==> config.mk <==
export PLATFORM = sky130hd
export DESIGN_NAME = branch_cond_unit
export DESIGN_NICKNAME = d
export VERILOG_FILES = /design/src/rtl/brc_pkg.sv /design/src/rtl/brc_status.sv /design/src/rtl/brc_decode.sv /design/src/rtl/brc_flag.sv /design/src/rtl/branch_cond_unit.sv
export SDC_FILE = /design/constraint.sdc
export NUM_CORES = 1
export LEC_CHECK = 0
export ABC_AREA = 1
export BUFFER_PORTS_ARGS = -buffer_cell sky130_fd_sc_hd__clkbuf_2
export CAP_MARGIN = 10
export CELL_PAD_IN_SITES_DETAIL_PLACEMENT = 1
export CELL_PAD_IN_SITES_GLOBAL_PLACEMENT = 1
export CORE_UTILIZATION = 11
export CTS_CLUSTER_SIZE = 10
export DETAILED_ROUTE_END_ITERATION = 7
export PLACE_DENSITY = 0.87
export SLEW_MARGIN = 40
export SYNTH_ARGS = -nofsm -noshare
export SYNTH_HDL_FRONTEND = slang
export SYNTH_SLANG_ARGS = --single-unit
==> constraint.sdc <==
create_clock -name clk_i -period 0.8 [get_ports clk_i]
set_input_delay 0.08 -clock clk_i [delete_from_list [all_inputs] [get_ports clk_i]]
set_output_delay 0.08 -clock clk_i [all_outputs]
set_load 0.02 [all_outputs]
==> src/rtl/brc_pkg.sv <==
package brc_pkg;
  localparam int unsigned CODE_W = 3;

  typedef enum logic [CODE_W-1:0] {
    BC_NEVER   = 3'd0,
    BC_ALWAYS  = 3'd1,
    BC_ZERO    = 3'd2,
    BC_NONZERO = 3'd3,
    BC_POS     = 3'd4,
    BC_NEG     = 3'd5,
    BC_RSV6    = 3'd6,
    BC_RSV7    = 3'd7
  } brc_code_e;

  typedef struct packed {
    logic is_zero;
    logic is_neg;
  } brc_status_t;
endpackage

==> src/rtl/brc_status.sv <==
module brc_status
  import brc_pkg::*;
#(
  parameter int unsigned DATA_W  = 32,
  parameter int unsigned CHUNK_W = 8
) (
  input  logic [DATA_W-1:0] val_i,
  output brc_status_t       status_o
);
  localparam int unsigned N_CHUNK = (DATA_W + CHUNK_W - 1) / CHUNK_W;
  localparam int unsigned PAD_W   = N_CHUNK * CHUNK_W;

  logic [PAD_W-1:0]   padded;
  logic [N_CHUNK-1:0] chunk_any;

  assign padded = PAD_W'(val_i);

  // two-level OR tree for zero detect
  for (genvar g = 0; g < N_CHUNK; g++) begin : g_chunk
    assign chunk_any[g] = |padded[g*CHUNK_W +: CHUNK_W];
  end

  assign status_o.is_zero = ~|chunk_any;
  assign status_o.is_neg  = val_i[DATA_W-1];
endmodule

==> src/rtl/brc_decode.sv <==
module brc_decode
  import brc_pkg::*;
(
  input  brc_code_e   code_i,
  input  brc_status_t status_i,
  output logic        take_o
);
  always_comb begin
    case (code_i)
      BC_NEVER:   take_o = 1'b0;
      BC_ALWAYS:  take_o = 1'b1;
      BC_ZERO:    take_o = status_i.is_zero;
      BC_NONZERO: take_o = ~status_i.is_zero;
      BC_POS:     take_o = ~status_i.is_neg;
      BC_NEG:     take_o = status_i.is_neg;
      default:    take_o = 1'b0; // reserved codes
    endcase
  end
endmodule

==> src/rtl/brc_flag.sv <==
module brc_flag (
  input  logic clk_i,
  input  logic rst_ni,
  input  logic load_i,
  input  logic d_i,
  output logic q_o
);
  always_ff @(posedge clk_i or negedge rst_ni) begin
    if (!rst_ni)     q_o <= 1'b0;
    else if (load_i) q_o <= d_i;
  end

  p_hold_r8: assert property (@(posedge clk_i) disable iff (!rst_ni)
    !load_i |=> $stable(q_o));
  p_load_r8: assert property (@(posedge clk_i) disable iff (!rst_ni)
    load_i |=> q_o == $past(d_i));
  always @(posedge clk_i) begin
    if (!rst_ni) p_reset_r9: assert (q_o == 1'b0);
  end
endmodule

==> src/rtl/branch_cond_unit.sv <==
module branch_cond_unit
  import brc_pkg::*;
#(
  parameter int unsigned DATA_W = 32,
  parameter int unsigned ADDR_W = 32
) (
  input  logic              clk_i,
  input  logic              rst_ni,
  input  logic [CODE_W-1:0] cond_code_i,
  input  logic [DATA_W-1:0] test_val_i,
  input  logic              cond_load_i,
  input  logic              branch_step_i,
  input  logic [ADDR_W-1:0] target_i,
  output logic              cond_q_o,
  output logic              pc_load_o,
  output logic [ADDR_W-1:0] pc_value_o
);
  brc_status_t status;
  logic        take;

  brc_status #(.DATA_W(DATA_W), .CHUNK_W(8)) u_status (
    .val_i    (test_val_i),
    .status_o (status)
  );

  brc_decode u_decode (
    .code_i   (brc_code_e'(cond_code_i)),
    .status_i (status),
    .take_o   (take)
  );

  brc_flag u_flag (
    .clk_i  (clk_i),
    .rst_ni (rst_ni),
    .load_i (cond_load_i),
    .d_i    (take),
    .q_o    (cond_q_o)
  );

  assign pc_load_o  = branch_step_i & cond_q_o;
  assign pc_value_o = target_i;

  p_never_r1: assert property (@(posedge clk_i) disable iff (!rst_ni)
    cond_load_i && cond_code_i == 3'd0 |=> !cond_q_o);
  p_always_r2: assert property (@(posedge clk_i) disable iff (!rst_ni)
    cond_load_i && cond_code_i == 3'd1 |=> cond_q_o);
  p_zero_r3: assert property (@(posedge clk_i) disable iff (!rst_ni)
    cond_load_i && cond_code_i == 3'd2 |=> cond_q_o == ($past(test_val_i) == '0));
  p_nonzero_r4: assert property (@(posedge clk_i) disable iff (!rst_ni)
    cond_load_i && cond_code_i == 3'd3 |=> cond_q_o == ($past(test_val_i) != '0));
  p_pos_r5: assert property (@(posedge clk_i) disable iff (!rst_ni)
    cond_load_i && cond_code_i == 3'd4 |=> cond_q_o == !$past(test_val_i[DATA_W-1]));
  p_neg_r6: assert property (@(posedge clk_i) disable iff (!rst_ni)
    cond_load_i && cond_code_i == 3'd5 |=> cond_q_o == $past(test_val_i[DATA_W-1]));
  p_rsv_r7: assert property (@(posedge clk_i) disable iff (!rst_ni)
    cond_load_i && cond_code_i[2:1] == 2'b11 |=> !cond_q_o);
  p_gate_r10: assert property (@(posedge clk_i) disable iff (!rst_ni)
    pc_load_o |-> branch_step_i && cond_q_o);
endmodule

Word level (Yosys, flattened, before mapping)

Cells that the tools add are included.

Bits in registers: 1

Eq/ne operators: 5
Muxes and demuxes: 1
Bitwise logic cells: 2
Reduce and logical (&&, ||, !) cells: 2

Operators by type and width:

| cell                 | number |
|---|---|
| $reduce_or A32 Y1    | 1 |
| $eq A3 B2 Y1 const B | 2 |
| $eq A3 B3 Y1 const B | 2 |
| $pmux W1 S5          | 1 |
| $eq A3 B1 Y1 const B | 1 |
| $and A1 B1 Y1        | 1 |
| $logic_not A1 Y1     | 1 |
| $not A1 Y1           | 1 |

Logic depth before layout (Yosys ltp)

Gate-level depths: netlist (run 1).

Depth in word-level cells: 3
Depth in mapped cells: 9

By module

Synthesis (run 1) repeated with hierarchy kept, for this count alone.

Cells, all modules: 82
Area total of the unflattened synthesis: 456.7 µm²

Modules (own cells, without submodules):

| module           | times used | cells an instance | area each (µm²) | seq. area each (µm²) |
|---|---|---|---|---|
| branch_cond_unit | 1          | 34                | 247.7           | 0.0 |
| brc_status       | 1          | 32                | 123.9           | 0.0 |
| brc_decode       | 1          | 11                | 45.0            | 0.0 |
| brc_flag         | 1          | 5                 | 40.0            | 25.0 |

Worst setup path before layout (run 1)

OpenSTA, ideal clock, no wires.

Path type: input port to flip-flop
Start: input port test_val_i[13]
End: register u_flag.q_o
Arrival: 636 ps
Required time: 683 ps
Slack: 47 ps
Cell stages on the path: 8
Cells stage by stage: nor2_1 > nand2_1 > nor2_1 > nand2_1 > o21bai_1 > nand2_1 > nand3_1 > nand2_1

Word-level cells in the longest chain between the ends: 3

Ends and longest elaborated chain:

| what                   | line                   | source |
|---|---|---|
| start: declaration     | branch_cond_unit.sv:10 | `input logic [DATA_W-1:0] test_val_i,` |
| $reduce_or A32 Y1 *    | brc_status.sv:23       | `assign status_o.is_zero = ~\|chunk_any;` |
| $logic_not A1 Y1       | brc_status.sv:23       |  |
| $pmux W1 S5 *          | brc_decode.sv:9        | `case (code_i)` |
| end signal: assignment | brc_flag.sv:10         | `else if (load_i) q_o <= d_i;` |
| end: declaration       | brc_flag.sv:6          | `output logic q_o` |

Every way passes the cells marked *; elsewhere a longest branch is shown, timed or not.
A chain may end at the register's enable or synchronous reset.

Worst setup path in the final report (run 1)

Start: input port test_val_i[30]
End: register u_flag.q_o

Same word-level chain as after synthesis.

==> results by group, run 1 <==
Clock tree
  – Post-CTS setup buffers: 0
  – CTS clk-pin slew, worst paths: 0 ps
  – Clock Latency Late Sink: 0 ps

Place
  – Routability congestion estimate from global placement: 0.700
  – DP HPWL: 1020 um
  – PortBufs: 40
  – Placement Cell Area: 487 um^2
  – Placed cell count: 141

Synthesis
  – Avg Cell Area, Syn: 5.57 um^2
  – Library cells used by synthesis: 9
  – YS warnings: 0
  – Register area share after synthesis: 5.48%
  – Mapped Cells: 82
  – FF+latch count, synth: 1
  – Synthesized area: 457 um^2
  – Syn Nets: 153

GRT
  – First-pass GRT wire length: 1490 um
  – Vias in the first global route: 420
  – Overall Global Routing Usage: 4.29%
  – Overflow after GRT: 0
  – Largest net degree at the start of global routing: 4
  – Initial antenna violation count: 0

STA
  – Worst Clk Skew: 0 ps
  – Setup violators final: 1
  – Final count of hold timing violations: 0
  – Final Cycle Share: 119%
  – Slew headroom: 90.0%
  – Minimum clock period after layout: 949 ps
  – Final Slew Violations: 0
  – Tightest Pin Transition: 148 ps
  – RSZ-0062 raised after global routing: yes
  – Fmax: 1.05 GHz
  – Final setup margin: -149 ps

Setup path
  – Crit path max-delay family: simple AND/OR/NAND/NOR gates
  – CP Launch Type: primary input
  – Crit-path max cell delay: 140 ps
  – Worst Setup End Kind: register
  – Arrival time worst endpoint: 830 ps
  – Critical-path cell list: buf_6 > nor2_1 > nand2_1 > nor2_2 > nand2_1 > o21bai_1 > nand2_1 > nand3_1 > nand2_1
  – Crit path to: u_flag.q_o
  – CP max-delay cell: o21bai_1
  – Most used cell, CP: nand2_1
  – CP bufs+invs: 1
  – Worst EP required: 680 ps
  – FF-to-FF setup slack: 190 ps
  – CP Depth: 9
  – RR Endpoint: u_flag.q_o
  – Kind of critical path: in -> reg
  – Crit. Startpoint: test_val_i[30]
  – R2R depth: 2
  – Crit-path max FO: 2
  – FF-to-FF Start: u_flag.q_o

Floorplan
  – Die Y: 66.4 um
  – Row count: 23
  – I/O Pins: 105
  – Die area: 4410 um^2
  – Core box area: 4000 um^2
  – Die width: 66.4 um
  – Initial Util: 11.4%

Finish
  – Cell Count, Final, Fillers Out: 142
  – Nets: 165
  – Fraction of layout instances using a drive strength above 1: 53.3%
  – Largest Register: u_flag.q_o
  – End-of-flow core utilization: 13.9%
  – Regs by FF count: u_flag.q_o (1)
  – Synth-to-layout area growth: 21.9%
  – Diode count: 0
  – Number of flip-flops under the largest register name: 1
  – Final instance area: 557 um^2

Routing
  – Final wirelength: 1160 um
  – DR vias: 487
  – Drt via density: 3.43
  – DR pass1 iterations: 2
  – DRT iter0 DRCs: 1
  – Routed length per instance: 8.15 um
  – Final ANT Viol Nets: 0
  – DR WL met3: 151 um
  – Post-route DRC violation count: 0
  – Met1 WL: 293 um
  – Met2 WL: 660 um
  – Top layer in use: met4

Power
  – Leakage power figure: 0.297 nW
  – Worst VDD drop: 0.106 mV
  – Pwr dens: 470 nW/um^2

Job
  – Max Cap Violations: 0

Worst hold path
  – Worst hold path type: in -> out

Status
  – Outcome: complete, but fails checks
  – Failing checks: negative setup slack
[synth_stat cells]
library cell | count | share of area (%)
a21oi_1 | 1 | 1.1
buf_4 | 32 | 53
o21bai_1 | 1 | 1.6
inv_1 | 6 | 4.9
nand2_1 | 17 | 14
nand3_1 | 1 | 1.1
o21ai_0 | 1 | 1.1
nor2_1 | 22 | 18
dfrtp_1 | 1 | 5.5
[cells by family after synthesis]
group | Yosys count | synth area share, %
buffers and inverters | 38 | 57.5
AND/OR/NAND/NOR | 40 | 33.1
AO/OA/AOI/OAI | 3 | 3.83
flip-flops | 1 | 5.48
[per-stage QoR]
stage	power [mW]	setup WS, ps	hold slack (ps)	TNS (ps)
2_1_floorplan	0.352	46.6	-216	0
3_3_place_gp	0.226	-155	-143	-155
3_5_place_dp	0.233	-178	-144	-178
4_1_cts	0.238	-150	160	-150
5_1_grt	0.284	-270	160	-270
6_report	0.262	-149	160	-149
[worst min path at each step]
stage                       startpoint             end  slack [ps]  cells past startpoint
after floorplan                 rst_ni      u_flag.q_o        -220                      0
after global placement          rst_ni      u_flag.q_o        -140                      1
after detailed placement        rst_ni      u_flag.q_o        -140                      1
after CTS                  target_i[0]   pc_value_o[0]         160                      0
after global routing      target_i[22]  pc_value_o[22]         160                      0
final                     target_i[15]  pc_value_o[15]         160                      0
[what timing repair did]
item / in CTS / in global routing
hold buffers: 1 / 0
resized for setup: 2 / 13
setup endpoints to repair: 1 / 1
pin swaps: 1 / 19
hold endpoints to repair: 1 / 0
[area by class of cell]
class	count	area [um^2]
fill	500	3440
multi-input combinational	43	204
timing repair buffer	42	243
inverter	6	22.5
sequential	1	25.0
tap	50	62.6
[per-layer routing]
layer  GRT usage [%]  vias to the layer above
met4            2.13                        0
met2            10.3                       41
li1                -                      234
met5               0                        -
met3           0.862                       10
met1            2.63                      202
[cell usage in the layout, fill, tap and decap left out]
cell	n
inv_1	6
nand2_2	1
nand3_1	1
dfrtp_1	1
o21ai_0	1
a21oi_1	1
dlygate4sd3_1	1
nor2_1	15
clkbuf_2	36
o21bai_1	1
buf_6	4
buf_4	1
nand2_1	16
nor2_4	3
nor2_2	4
[power breakdown]
| group | total (mW) | switching (mW) | leakage [nW] | internal, mW |
|---|---|---|---|---|
| Sequential | 0.0613 | 0.00425 | 0.0123 | 0.0570 |
| Combinational | 0.201 | 0.0837 | 0.285 | 0.117 |
| Clock | 0 | 0 | 0 | 0 |
| Total | 0.262 | 0.0880 | 0.297 | 0.174 |
Note: power is estimated with default switching activity, not from simulation.
==> inputs of run 2 (changes only) <==
SETUP_SLACK_MARGIN = 0.5   (was unset)
==> run 2 against run 1 <==
The flow finishes with violations (negative hold slack, negative setup slack). Sequential share of layout area did not move. Total power increased by 3.4%. Flip-flop and latch count did not move. Die area unchanged. Critical endpoint unchanged.
==> results by group, run 2 (same netlist as run 1, synthesis figures left out) <==
Status
  – Outcome: complete, but fails checks
  – Failing checks: negative hold slack, negative setup slack

STA
  – Setup violators final: 1
  – Final count of hold timing violations: 1
  – Final setup margin: -171 ps
  – Minimum clock period after layout: 971 ps
  – Final Cycle Share: 121%
  – Final Slew Violations: 0
  – Hold Worst Slack: -142 ps
  – Worst Clk Skew: 0 ps
  – Tightest Pin Transition: 150 ps
  – Slew headroom: 89.9%
  – Fmax: 1.03 GHz
  – RSZ-0062 raised after global routing: yes

GRT
  – Met3 GRT Util: 1.38%
  – First-pass GRT wire length: 1750 um
  – Met1 Usage GRT: 3.84%
  – Initial antenna violation count: 0
  – Met2 usage: 10.8%
  – Vias in the first global route: 471
  – Overall Global Routing Usage: 5.00%
  – GRT busiest layer: met2
  – Largest net degree at the start of global routing: 4
  – Overflow after GRT: 0

Finish
  – Number of flip-flops under the largest register name: 1
  – Fraction of layout instances using a drive strength above 1: 54.9%
  – Largest Register: u_flag.q_o
  – Synth-to-layout area growth: 21.9%
  – Regs by FF count: u_flag.q_o (1)
  – End-of-flow core utilization: 13.9%
  – Nets: 164
  – Diode count: 0
  – Most common cell after layout, fill and taps aside: clkbuf_2
  – Most frequent cells in the layout: clkbuf_2, nand2_1, nor2_1, nor2_2, inv_1
  – Cell Count, Final, Fillers Out: 141

Place
  – Placed cell count: 141
  – DP HPWL: 1090 um
  – Routability congestion estimate from global placement: 0.660
  – PortBufs: 40

Routing
  – Routed length per instance: 8.84 um
  – DRT iter0 DRCs: 4
  – Post-route DRC violation count: 0
  – DR pass1 iterations: 2
  – DR vias: 454
  – Drt via density: 3.22
  – Final wirelength: 1250 um
  – Final ANT Viol Nets: 0

Power
  – Flop pwr share: 23.1%
  – Clock power frac: 0%
  – Worst VDD drop: 0.0974 mV
  – Switching part of the total power: 32.3%
  – Pwr dens: 486 nW/um^2
  – P_sw: 0.0874 mW
  – Pwr Total: 0.271 mW
  – Comb pwr share: 76.9%
  – Leakage power figure: 0.297 nW
  – Pint: 0.183 mW

Floorplan
  – Row count: 23
  – Initial Util: 11.4%
  – Core box area: 4000 um^2
  – I/O Pins: 105
  – Die Y: 66.4 um
  – Die width: 66.4 um
  – Die area: 4410 um^2

Worst hold path
  – Worst hold path type: in -> async

Setup path
  – CP Launch Type: primary input
  – CP max-delay cell: o21bai_1
  – Worst EP required: 680 ps
  – Crit-path max FO: 2
  – Most used cell, CP: nand2_1
  – R2R depth: 2
  – FF-to-FF setup slack: 170 ps
  – Worst Setup End Kind: register
  – Critical-path cell list: buf_6 > nor2_2 > nand2_1 > nor2_1 > nand2_1 > o21bai_1 > nand2_1 > nand3_1 > nand2_1
  – Arrival time worst endpoint: 850 ps
  – Crit-path max cell delay: 140 ps
  – Kind of critical path: in -> reg

Clock tree
  – Clock Latency Late Sink: 0 ps
  – CTS clk-pin slew, worst paths: 0 ps
  – Post-CTS setup buffers: 0

Job
  – Max Cap Violations: 0
[run 2: cell types whose count changed in the layout (fill, tap and decap cells not counted), sizes merged]
cell         before  now
dlygate4sd3       1    0
[run 2: routing by layer]
metal | vias to the layer above | part of all wire, %
met4 | 0 | 2.3
met3 | 8 | 13
met1 | 191 | 28
met2 | 25 | 56
met5 | - | 0
li1 | 230 | -
[run 2: final timing paths]
| path | start | to |
|---|---|---|
| min in group clk_i | target_i[10] | pc_value_o[10] |
| hold / removal | rst_ni | u_flag.q_o |
| setup reg to reg | u_flag.q_o | u_flag.q_o |
| hold reg to reg | u_flag.q_o | u_flag.q_o |
| max in group asynchronous | rst_ni | u_flag.q_o |
| setup / recovery | test_val_i[19] | u_flag.q_o |
[run 2: power by group through the flow]
stage | Sequential [mW] | Clock (mW) | Combinational (mW)
finish | 0.0625 | 0 | 0.208
global route | 0.0631 | 0 | 0.234
CTS | 0.0626 | 0 | 0.189
detailed placement | 0.0618 | 0 | 0.172
global placement | 0.0621 | 0 | 0.166
floorplan | 0.0675 | 0 | 0.284
[run 2: critical path: cells and delay by family]
family                 cells  cell delay (ps)
and+or+nand+nor            7              540
AOI/OAI and AO/OA          1              140
buffers and inverters      1               90
[run 2: final cells by class]
type                            count  area (um^2)
Fill cell                         521         3440
Inverter                            6         22.5
Multi-Input combinational cell     43          196
Sequential cell                     1         25.0
Tap cell                           50         62.6
Timing Repair Buffer               41          250
[run 2: per-stage QoR]
step	setup slack (ps)	TNS, ps	instance area, um^2
after detailed placement	-205	-205	487
after CTS	-190	-190	507
after global placement	-181	-181	487
after global routing	-325	-325	557
after floorplan	47.1	0	457
final	-171	-171	557
[run 2: timing repair]
action | CTS | global route
pin swaps | 1 | 14
setup endpoints to repair | 3 | 3
resized for setup | 3 | 13
endpoints found under the hold margin | 1 | 1
==> inputs of run 3 (changes only) <==
REMOVE_ABC_BUFFERS = 1   (was unset)
==> run 3 against run 2 <==
The flow still finishes with violations (negative hold slack, negative setup slack). Critical path depth did not move. Routed wire length grew 85%. Via count is 16% higher.
==> results by group, run 3 (same netlist as run 1, synthesis figures left out) <==
Finish
  – Cell Count, Final, Fillers Out: 140
  – Largest Register: u_flag.q_o
  – Synth-to-layout area growth: 15.1%
  – Diode count: 0
  – Sequential cell area: 25.0 um^2
  – Area of the multi-input gates: 191 um^2
  – Regs by FF count: u_flag.q_o (1)
  – Most common cell after layout, fill and taps aside: clkbuf_2
  – Fill cells: 510
  – Number of flip-flops under the largest register name: 1
  – Fraction of layout instances using a drive strength above 1: 53.3%
  – Nets: 163
  – Most frequent cells in the layout: clkbuf_2, nand2_1, nor2_1, nor2_2, inv_1

STA
  – Final Slew Violations: 0
  – Worst Clk Skew: 0 ps
  – Minimum clock period after layout: 931 ps
  – Hold Worst Slack: -142 ps
  – Fmax: 1.07 GHz
  – TNS Setup: -131 ps
  – Tightest Pin Transition: 132 ps
  – Final setup margin: -131 ps
  – RSZ-0062 raised after global routing: yes
  – Setup violators final: 1
  – Slew headroom: 91.1%
  – Final Cycle Share: 116%
  – Final count of hold timing violations: 1

Power
  – Pwr dens: 490 nW/um^2
  – Worst VDD drop: 0.0853 mV
  – Flop pwr share: 24.2%
  – Leakage power figure: 0.286 nW
  – Switching part of the total power: 33.4%
  – P_sw: 0.0858 mW
  – Clock power frac: 0%
  – Pint: 0.171 mW
  – Comb pwr share: 75.8%

Floorplan
  – I/O Pins: 105
  – Row count: 23
  – Die area: 4410 um^2
  – Die Y: 66.4 um
  – Initial Util: 11.4%
  – Core box area: 4000 um^2
  – Die width: 66.4 um

Routing
  – Final ANT Viol Nets: 0
  – Routed length per instance: 16.4 um
  – DRT iter0 DRCs: 29
  – DR pass1 iterations: 2
  – Drt via density: 3.77
  – DR vias: 528
  – Final wirelength: 2300 um
  – Post-route DRC violation count: 0

GRT
  – Largest net degree at the start of global routing: 4
  – Overflow after GRT: 0
  – Overall Global Routing Usage: 9.96%
  – Vias in the first global route: 502
  – Initial antenna violation count: 0
  – First-pass GRT wire length: 2990 um

Place
  – Placed cell count: 140
  – Routability congestion estimate from global placement: 0.690
  – PortBufs: 40
  – DP HPWL: 2010 um

Setup path
  – CP max-delay cell: o21bai_1
  – Crit-path max FO: 2
  – Worst Setup End Kind: register
  – Critical-path cell list: buf_6 > nor2_2 > nand2_1 > nor2_1 > nand2_1 > o21bai_1 > nand2_1 > nand3_2 > nand2_1
  – Crit path max-delay family: simple AND/OR/NAND/NOR gates
  – Most used cell, CP: nand2_1
  – Crit-path max cell delay: 140 ps
  – CP Launch Type: primary input
  – FF-to-FF setup slack: 180 ps
  – Worst EP required: 680 ps
  – Arrival time worst endpoint: 810 ps
  – CP bufs+invs: 1
  – Kind of critical path: in -> reg

Status
  – Outcome: complete, but fails checks
  – Failing checks: negative hold slack, negative setup slack

Job
  – Max Cap Violations: 0

Clock tree
  – Clock Latency Late Sink: 0 ps
  – CTS clk-pin slew, worst paths: 0 ps
  – Post-CTS setup buffers: 0

Worst hold path
  – Worst hold path type: in -> async
## run 3: worst paths after layout
check,start,cells after the start,end
worst max-delay path,test_val_i[18],9,u_flag.q_o
worst min-delay path,rst_ni,1,u_flag.q_o
min in group clk_i,target_i[0],0,pc_value_o[0]
max in group asynchronous,rst_ni,1,u_flag.q_o
worst min register to register,u_flag.q_o,2,u_flag.q_o
worst max register to register,u_flag.q_o,2,u_flag.q_o
## run 3: final cells by class
cell class | count | area share, %
repair buffers | 40 | 42.6
multi-input cells | 43 | 36.4
well taps | 50 | 11.9
flip-flops and latches | 1 | 4.76
inverters | 6 | 4.29
## run 3: what timing repair did
item,CTS,global route
setup endpoints to repair,3,3
pin swaps,4,9
resized for setup,7,5
cloned,0,0
hold endpoints to repair,1,1
## run 3: power groups by stage
stage / clock network, mW / registers [mW] / logic [mW]
6_report: 0 / 0.0623 / 0.195
5_1_grt: 0 / 0.0648 / 0.219
4_1_cts: 0 / 0.0627 / 0.190
3_5_place_dp: 0 / 0.0619 / 0.170
3_3_place_gp: 0 / 0.0623 / 0.163
2_1_floorplan: 0 / 0.0675 / 0.0506
## run 3: through the flow
| step | total power, mW | utilization (%) | worst slack, ps | instance area (um^2) |
|---|---|---|---|---|
| 6_report | 0.257 | 13.1 | -131 | 526 |
| 5_1_grt | 0.284 | 13.1 | -282 | 526 |
| 4_1_cts | 0.253 | 12.7 | -149 | 507 |
| 3_5_place_dp | 0.232 | 12.0 | -185 | 479 |
| 3_3_place_gp | 0.225 | 12.0 | -144 | 479 |
| 2_1_floorplan | 0.118 | - | 46.6 | 216 |
## run 3: worst reg2reg max path: stages (launching register included)
cell and delay, ps:
dfrtp_1 380, nand2_1 80, nand2_1 40
## run 3: metal layers
layer / wire, um / GRT usage [%] / vias up / share of wire, %
li1: - / - / 228 / -
met1: 929 / 11.5 / 227 / 40
met2: 780 / 10.6 / 65 / 34
met3: 498 / 11.7 / 4 / 22
met4: 15 / 0.532 / 4 / 0.65
met5: 77 / 16.7 / - / 3.3
